## config.mk

```make
export PLATFORM = sky130hd
export DESIGN_NAME = adc_frame_master
export DESIGN_NICKNAME = d
export VERILOG_FILES = /design/src/rtl/adc_frame_pkg.sv /design/src/rtl/adc_frame_ctrl.sv /design/src/rtl/adc_frame_dp.sv /design/src/rtl/adc_frame_master.sv
export SDC_FILE = /design/constraint.sdc
export NUM_CORES = 1
export LEC_CHECK = 0
export CAP_MARGIN = 40
export CORE_MARGIN = 3
export CORE_UTILIZATION = 45
export CTS_CLUSTER_DIAMETER = 200
export DETAILED_ROUTE_END_ITERATION = 16
export PLACE_DENSITY = 0.71
export SKIP_CTS_REPAIR_TIMING = 1
export SLEW_MARGIN = 20
export SYNTH_ARGS = -nofsm -noshare
export SYNTH_HDL_FRONTEND = slang
export SYNTH_HIERARCHICAL = 1
export SYNTH_SLANG_ARGS = --single-unit
```

## constraint.sdc

```tcl
create_clock -name clk -period 2.19 [get_ports clk]
set_clock_uncertainty 0.2 [all_clocks]
set_input_delay 0.438 -clock clk [delete_from_list [all_inputs] [get_ports clk]]
set_output_delay 0.438 -clock clk [all_outputs]
set_load 0.02 [all_outputs]
```

## src/rtl/adc_frame_pkg.sv

```systemverilog
package adc_frame_pkg;

  typedef enum logic [1:0] {
    ST_IDLE,
    ST_SETUP,
    ST_LOW,
    ST_HIGH
  } frameState_t;

  // Strobes from the sequencer to the shift datapath, valid for one cycle.
  typedef struct packed {
    logic loadWord;    // accept edge: load the outgoing word
    logic captureBit;  // sample the incoming serial line
    logic shiftOut;    // advance the outgoing bit
    logic finish;      // frame complete: publish the result
  } frameStrobes_t;

endpackage

```

## src/rtl/adc_frame_ctrl.sv

```systemverilog
module adc_frame_ctrl
  import adc_frame_pkg::*;
#(
  parameter int WORD_W     = 16,
  parameter int DIV_HALF   = 7,
  parameter int SETUP_CYC  = 2,
  parameter int QUIET_CYC  = 4,
  parameter int CSHIGH_CYC = 2
) (
  input  logic          clk,
  input  logic          rst,
  input  logic          startReq,
  output logic          busy,
  output logic          selN,
  output logic          serClk,
  output frameStrobes_t strb
);

  localparam int MAX_PH = (DIV_HALF > SETUP_CYC) ? DIV_HALF : SETUP_CYC;
  localparam int PH_W   = $clog2(MAX_PH + 1);
  localparam int GAP    = (QUIET_CYC > CSHIGH_CYC) ? QUIET_CYC : CSHIGH_CYC;
  localparam int GAP_W  = $clog2(GAP + 1);
  localparam int BIT_W  = $clog2(WORD_W);

  frameState_t state, stateNext;
  logic [PH_W-1:0]  phaseCnt, phaseNext;
  logic [BIT_W-1:0] bitCnt, bitNext;
  logic [GAP_W-1:0] gapCnt, gapNext;
  logic             phaseDone;
  logic             lastBit;

  assign phaseDone = (phaseCnt == '0);
  assign lastBit   = (bitCnt == BIT_W'(WORD_W - 1));

  always_comb begin
    stateNext = state;
    phaseNext = phaseCnt;
    bitNext   = bitCnt;
    gapNext   = (gapCnt != '0) ? gapCnt - 1'b1 : gapCnt;
    strb      = '0;
    unique case (state)
      ST_IDLE: begin
        if (startReq && (gapCnt == '0)) begin
          stateNext     = ST_SETUP;
          phaseNext     = PH_W'(SETUP_CYC - 1);
          bitNext       = '0;
          strb.loadWord = 1'b1;
        end
      end
      ST_SETUP: begin
        if (phaseDone) begin
          stateNext       = ST_LOW;
          phaseNext       = PH_W'(DIV_HALF - 1);
          strb.captureBit = 1'b1;
        end else begin
          phaseNext = phaseCnt - 1'b1;
        end
      end
      ST_LOW: begin
        if (phaseDone) begin
          if (lastBit) begin
            stateNext   = ST_IDLE;
            gapNext     = GAP_W'(GAP);
            strb.finish = 1'b1;
          end else begin
            stateNext       = ST_HIGH;
            phaseNext       = PH_W'(DIV_HALF - 1);
            strb.captureBit = 1'b1;
            strb.shiftOut   = 1'b1;
          end
        end else begin
          phaseNext = phaseCnt - 1'b1;
        end
      end
      ST_HIGH: begin
        if (phaseDone) begin
          stateNext = ST_LOW;
          phaseNext = PH_W'(DIV_HALF - 1);
          bitNext   = bitCnt + 1'b1;
        end else begin
          phaseNext = phaseCnt - 1'b1;
        end
      end
      default: stateNext = ST_IDLE;
    endcase
  end

  always_ff @(posedge clk) begin
    if (rst) begin
      state    <= ST_IDLE;
      phaseCnt <= '0;
      bitCnt   <= '0;
      gapCnt   <= '0;
      selN     <= 1'b1;
      serClk   <= 1'b1;
    end else begin
      state    <= stateNext;
      phaseCnt <= phaseNext;
      bitCnt   <= bitNext;
      gapCnt   <= gapNext;
      selN     <= (stateNext == ST_IDLE);
      serClk   <= (stateNext != ST_LOW);
    end
  end

  assign busy = (state != ST_IDLE) || (gapCnt != '0);

endmodule

```

## src/rtl/adc_frame_dp.sv

```systemverilog
module adc_frame_dp
  import adc_frame_pkg::*;
#(
  parameter int WORD_W = 16,
  parameter int CHAN_W = 3,
  parameter int DATA_W = 12
) (
  input  logic              clk,
  input  logic              rst,
  input  frameStrobes_t     strb,
  input  logic [WORD_W-1:0] ctrlWord,
  input  logic              serIn,
  output logic              serOut,
  output logic              resValid,
  output logic [CHAN_W-1:0] resChan,
  output logic              resSign,
  output logic [DATA_W-1:0] resData
);

  localparam int SIGN_POS = DATA_W;
  localparam int CHAN_LO  = DATA_W + 1;

  logic [WORD_W-1:0] txReg;
  logic [WORD_W-1:0] rxReg;

  always_ff @(posedge clk) begin
    if (rst) begin
      txReg <= '0;
    end else if (strb.loadWord) begin
      txReg <= ctrlWord;
    end else if (strb.shiftOut) begin
      txReg <= {txReg[WORD_W-2:0], 1'b0};
    end
  end

  always_ff @(posedge clk) begin
    if (rst) begin
      rxReg <= '0;
    end else if (strb.captureBit) begin
      rxReg <= {rxReg[WORD_W-2:0], serIn};
    end
  end

  always_ff @(posedge clk) begin
    if (rst) begin
      resValid <= 1'b0;
      resChan  <= '0;
      resSign  <= 1'b0;
      resData  <= '0;
    end else begin
      resValid <= strb.finish;
      if (strb.finish) begin
        resChan <= rxReg[CHAN_LO +: CHAN_W];
        resSign <= rxReg[SIGN_POS];
        resData <= rxReg[DATA_W-1:0];
      end
    end
  end

  assign serOut = txReg[WORD_W-1];

endmodule

```

## src/rtl/adc_frame_master.sv

```systemverilog
module adc_frame_master
  import adc_frame_pkg::*;
#(
  parameter int DIV_HALF   = 7,
  parameter int SETUP_CYC  = 2,
  parameter int QUIET_CYC  = 4,
  parameter int CSHIGH_CYC = 2,
  parameter int CHAN_W     = 3,
  parameter int DATA_W     = 12,
  localparam int WORD_W    = CHAN_W + 1 + DATA_W
) (
  input  logic              clk,
  input  logic              rst,
  input  logic              startReq,
  input  logic [WORD_W-1:0] ctrlWord,
  output logic              busy,
  output logic              selN,
  output logic              serClk,
  output logic              serOut,
  input  logic              serIn,
  output logic              resValid,
  output logic [CHAN_W-1:0] resChan,
  output logic              resSign,
  output logic [DATA_W-1:0] resData
);

  frameStrobes_t strb;

  adc_frame_ctrl #(
    .WORD_W(WORD_W), .DIV_HALF(DIV_HALF), .SETUP_CYC(SETUP_CYC),
    .QUIET_CYC(QUIET_CYC), .CSHIGH_CYC(CSHIGH_CYC)
  ) u_ctrl (
    .clk(clk), .rst(rst), .startReq(startReq), .busy(busy),
    .selN(selN), .serClk(serClk), .strb(strb)
  );

  adc_frame_dp #(
    .WORD_W(WORD_W), .CHAN_W(CHAN_W), .DATA_W(DATA_W)
  ) u_dp (
    .clk(clk), .rst(rst), .strb(strb), .ctrlWord(ctrlWord),
    .serIn(serIn), .serOut(serOut), .resValid(resValid),
    .resChan(resChan), .resSign(resSign), .resData(resData)
  );

endmodule

```

### Word-level counts from Yosys, hierarchy flattened

Index checks and enable logic that the tools add are counted.

* equal/unequal tests: 8
* $add $sub $neg: 3
* muxes and demuxes: 26
* reduce and logical (&&, ||, !) cells: 13

Operators by type and width (number)
* $mux W16: 2
* $mux W3: 9
* $mux W2: 5
* $pmux W3 S3: 1
* $mux W4: 2
* $pmux W4 S2: 1
* $logic_not A3 Y1: 2
* $pmux W2 S3: 1
* $reduce_bool A2 Y1: 3
* $sub A3 B1 Y3 const B: 2
* $add A4 B1 Y4 const B: 1
* $eq A2 B2 Y1 const B: 2
* $eq A4 B4 Y1 const B: 1
* $logic_not A2 Y1: 2
* $mux W1: 4
* $ne A2 B1 Y1 const B: 2
* $ne A3 B3 Y1 const B: 1
* $reduce_and A3 Y1: 1
* $reduce_bool A3 Y1: 1
* $eq A2 B1 Y1 const B: 1
* $ne A2 B2 Y1 const B: 1
* $pmux W1 S2: 1
* $reduce_and A2 Y1: 1
* $reduce_or A2 Y1: 1
* other kinds (2): 2

* bits of input ports: 20
* output and inout bits: 21
* flip-flop bits (word level): 63

### Logic depth before layout (Yosys ltp)

* depth in word-level cells: 6
* mapped depth: 10
* mapped depth without buffers: 8

### By module

Netlist, hierarchy kept.

Modules (own cells, without submodules)
* adc_frame_dp: times used 1, area each 1914.3 sq um, cells each 176
* adc_frame_ctrl: times used 1, area each 873.3 sq um, cells each 93

### Least setup slack after synthesis

Ideal clock, no wire load.

* path kind: register -> register
* from: register u_ctrl.phaseCnt[0]
* to: register u_dp.rxReg[10]
* path buffers: 2
* clock period less this slack: 2100 ps
* setup time: 117 ps
* arrival time: 1783 ps
* stages on the path, launching flop included: 11
* path slack: 90 ps
* cell sequence: dfxtp_1 -> inv_1 -> ha_1 -> nor2b_4 -> and3_2 -> a21o_2 -> and2_1 -> buf_4 -> buf_4 -> mux2i_1 -> nor2_1

RTL lines
* from (decl): line adc_frame_ctrl.sv:26 `logic [PH_W-1:0] phaseCnt, phaseNext;`
* from (signal assigned): line adc_frame_ctrl.sv:98 `phaseCnt <= phaseNext;`
* to (signal assigned): line adc_frame_dp.sv:40 `rxReg <= {rxReg[WORD_W-2:0], serIn};`
* to (decl): line adc_frame_dp.sv:24 `logic [WORD_W-1:0] rxReg;`

==> metrics.md <==
| Metric | Value |
|---|---|
| CTS tree | `done` |
| Pre-Repair DR Iteration Count | `4` |
| Drt initial violations | `74` |
| Unrepaired setup endpoints after global routing | `false` |
| Netlist Area Pre-Place | `roughly 2800 um2` |
| Synth Register Bits | `63` |
| Tcrit/Tclk final | `between 90% and 100%` |
| Arrival @ worst endpoint | `2.10 ns` |
| Combinational family with the most area after synthesis | `multiplexers` |
| Synth area leader | `dfxtp_1` |
| Area share of the leading cell type in the synthesized netlist | `~45%` |
| Die Footprint | `7170 um2` |
| Hold_sp | `rst` |
| Most common cell in the netlist | `dfxtp_1` |
| Hold path cells | `2` |
| Final std cells w/o fill | `396` |
| Reg2Reg Launch Point | `u_ctrl/phaseCnt[0]$_SDFFE_PP0P_` |
| Met3 Routed Length | `181 um` |
| Sinks on Clock Net | `63` |
| Sequential share of power | `38.3%` |
| DRC Markers | `0` |
| Status | `finished clean` |
| Mux contribution to synthesized area | `about 18%` |
| Antenna diode count | `0` |
| Worst hold path type | `in2reg` |
| CTS clock-pin slew for the worst setup and hold paths | `0.07 ns` |
| Max Cap Viol | `0` |
| Post-synth EDFFs | `0` |
| Num ports | `between 40 and 50` |
| Synth cell count leaders | `63 x dfxtp_1, 49 x mux2i_1, 44 x nor2_1` |
| Vias in the first global route | `between 1500 and 2000` |
| Post-Syn Nets | `299` |
| Layout cell share with drive strength beyond 1 | `13.1%` |
| Die Wd | `84.7 um` |
| Post-placement cell count | `379` |
| Logic pwr share | `around a third` |
| Post-synthesis compound-gate area fraction | `10.8%` |
| Die H | `84.7 um` |
| Rows | `28` |
| Core Region | `5960 um2` |
| Top Metal Used | `met4` |
| FF-to-FF setup slack | `0.10 ns` |
| Fin Hold WS | `roughly 0.21 ns` |
| Vias | `2000` |
| Total GRT Usage | `between 15 and 20%` |
| Worst setup EP type | `flop` |
| NetSw | `1220 uW` |
| Syn Area/Cell | `10.4 um2` |
| Metal-1 WL | `2470 um` |
| Gpl congestion | `0.752` |
| Warnings, synthesis | `6` |
| Synth Area in Adders | `under 10%` |
| Area contributors post-synth | `dfxtp_1 45%, mux2i_1 18%, nor2_1 5.9%` |
| Hpwl dp | `3450 um` |
| Clock Path Buffers | `2` |
| Fin crit period | `2.09 ns` |
| Post-Route WL | `5100 um` |
| Number of buffers created by CTS | `9` |
| Clock Tree Root | `clkbuf_8` |
| Worst slew margin | `just over 60%` |
| Final #Nets | `346` |
| Max-slew violations | `0` |
| Max Freq | `0.479 GHz` |
| Area Growth Syn to Fin | `24.9%` |
| Hold Crit Endpoint | `u_ctrl/gapCnt[2]$_SDFF_PP0_` |
| VDD IR-drop max | `approximately 0.0005 V` |
| Clk_lat worst skew | `0.33 ns` |
| Total power | `between 3000 and 4000 uW` |
| Post-route ant nets | `0` |
| Final setup vio count | `0` |
| Grt ovf | `0` |
| Via density | `5.05` |
| Reg-to-reg critical path endpoint | `u_dp/rxReg[4]$_SDFFE_PP0P_` |
| First-pass GRT wire length | `between 8000 and 9000 um` |
| Critical path type | `reg2reg` |
| # port buffers | `40` |
| Clk pwr share | `26.5%` |
| Pwr dens | `1080 nW/um2` |
| Syn Inst Count | `269` |
| Post-synthesis simple-gate area fraction | `approximately 17%` |
| CP required | `2.20 ns` |
| Synth unique cells | `43` |
| Met2 WL post-DR | `2340 um` |
| Sequential share of the synthesized area | `45.2%` |
| FFs w/ async S/R, synth | `0%` |
| H-Tree Depth | `3` |
| Startpoint types | `flop` |
| Initial Utilization | `46.8%` |
| Main synth FF type | `dfxtp_1` |
| R2R cell count | `9` |
| DR WL/cell | `12.9 um` |
| Post-synthesis xor/xnor area fraction | `less than 1%` |
| Internal | `2550 uW` |
| Hold Vio Cnt, Final | `0` |
| Sw Ratio | `32.3%` |
| LEAKAGE | `0.00126 uW` |
| Crit Path Max Fanout | `16` |
| Worst-margin pin slew | `0.589 ns` |
| Largest net degree at the start of global routing | `29` |
| Initial antenna violation count | `0` |
[sequential cells by signal (all words and copies together) (netlist names)]
register / flops
u_ctrl/bitCnt: 4
u_ctrl/gapCnt: 3
u_ctrl/phaseCnt: 3
u_ctrl/selN: 1
u_ctrl/serClk: 1
u_ctrl/state: 2
u_dp/resChan: 3
u_dp/resData: 12
u_dp/resSign: 1
u_dp/resValid: 1
u_dp/rxReg: 16
u_dp/txReg: 16
[power by group through the flow]
stage | Sequential (uW) | Combinational, uW | Clock, uW
floorplan | 1460 | 965 | 0
global placement | 1460 | 1290 | 0
detailed placement | 1460 | 1310 | 0
CTS | 1440 | 1310 | 1020
global route | 1460 | 1480 | 1080
finish | 1440 | 1330 | 995
[critical path, stage by stage (launching register included)]
cell and delay (ns):
dfxtp_1 0.33, inv_1 0.07, ha_1 0.24, nor2b_4 0.14, and3_2 0.24, a21o_2 0.18
and2_1 0.18, buf_12 0.17, mux2i_1 0.16, nor2_1 0.06
[kinds of logic after synthesis]
group | after synthesis
simple gates | 87
flops | 63
mux | 49
compound gates | 35
buf+inv | 23
fa+ha+maj | 10
xor+xnor | 2
[layer usage]
metal	up-vias	track usage (%)
met3	7	2.94
li1	1027	-
met4	0	9.06
met1	935	19.1
met5	-	0
met2	31	23.9
[area by class of cell]
type / count / area, um2
Fill cell: 516 / 2470
Multi-Input combinational cell: 183 / 1400
Sequential cell: 63 / 1260
Timing Repair Buffer: 50 / 498
Clock buffer: 11 / 141
Tap cell: 75 / 93.8
Clock inverter: 5 / 56.3
Inverter: 9 / 33.8
[how the worst max path moves through the flow]
stage,start,end,slack [ns]
floorplan,u_ctrl/phaseCnt[0]$_SDFFE_PP0P_,u_dp/rxReg[10]$_SDFFE_PP0P_,0.09
global placement,startReq,u_dp/txReg[8]$_SDFFE_PP0P_,0.12
detailed placement,startReq,u_dp/txReg[14]$_SDFFE_PP0P_,0.05
CTS,u_ctrl/gapCnt[0]$_SDFF_PP0_,busy,-0.20
global route,u_ctrl/phaseCnt[0]$_SDFFE_PP0P_,u_dp/rxReg[10]$_SDFFE_PP0P_,0.004
finish,u_ctrl/phaseCnt[0]$_SDFFE_PP0P_,u_dp/rxReg[4]$_SDFFE_PP0P_,0.10
[per-stage QoR]
stage                     setup slack (ns)  setup TNS [ns]  utilization (%)  cell area, um2
final                                0.104               0             58.5            3480
after floorplan                     0.0896               0                -            2790
after detailed placement            0.0530               0             54.9            3270
after CTS                           -0.200          -0.200             58.3            3470
after global placement               0.123               0             54.9            3270
after global routing               0.00403               0             58.5            3480
[layout by cell type (no fill, tap or decap), drive strengths merged, types with 2 or more instances in the layout]
master and instances:
a21oi 4, nand2 3, inv 10, nor3 2, nor2 44, xnor2 2, nor2b 18, a21o 2
clkbuf 11, dfxtp 63, and2 2, clkinv 2, mux2i 49, and2b 2, and3 6, nand3 2
a211oi 19, clkdlybuf4s50 38, buf 11, a31o 2, nand3b 2, ha 10
Power figures use the tool's default switching activity.
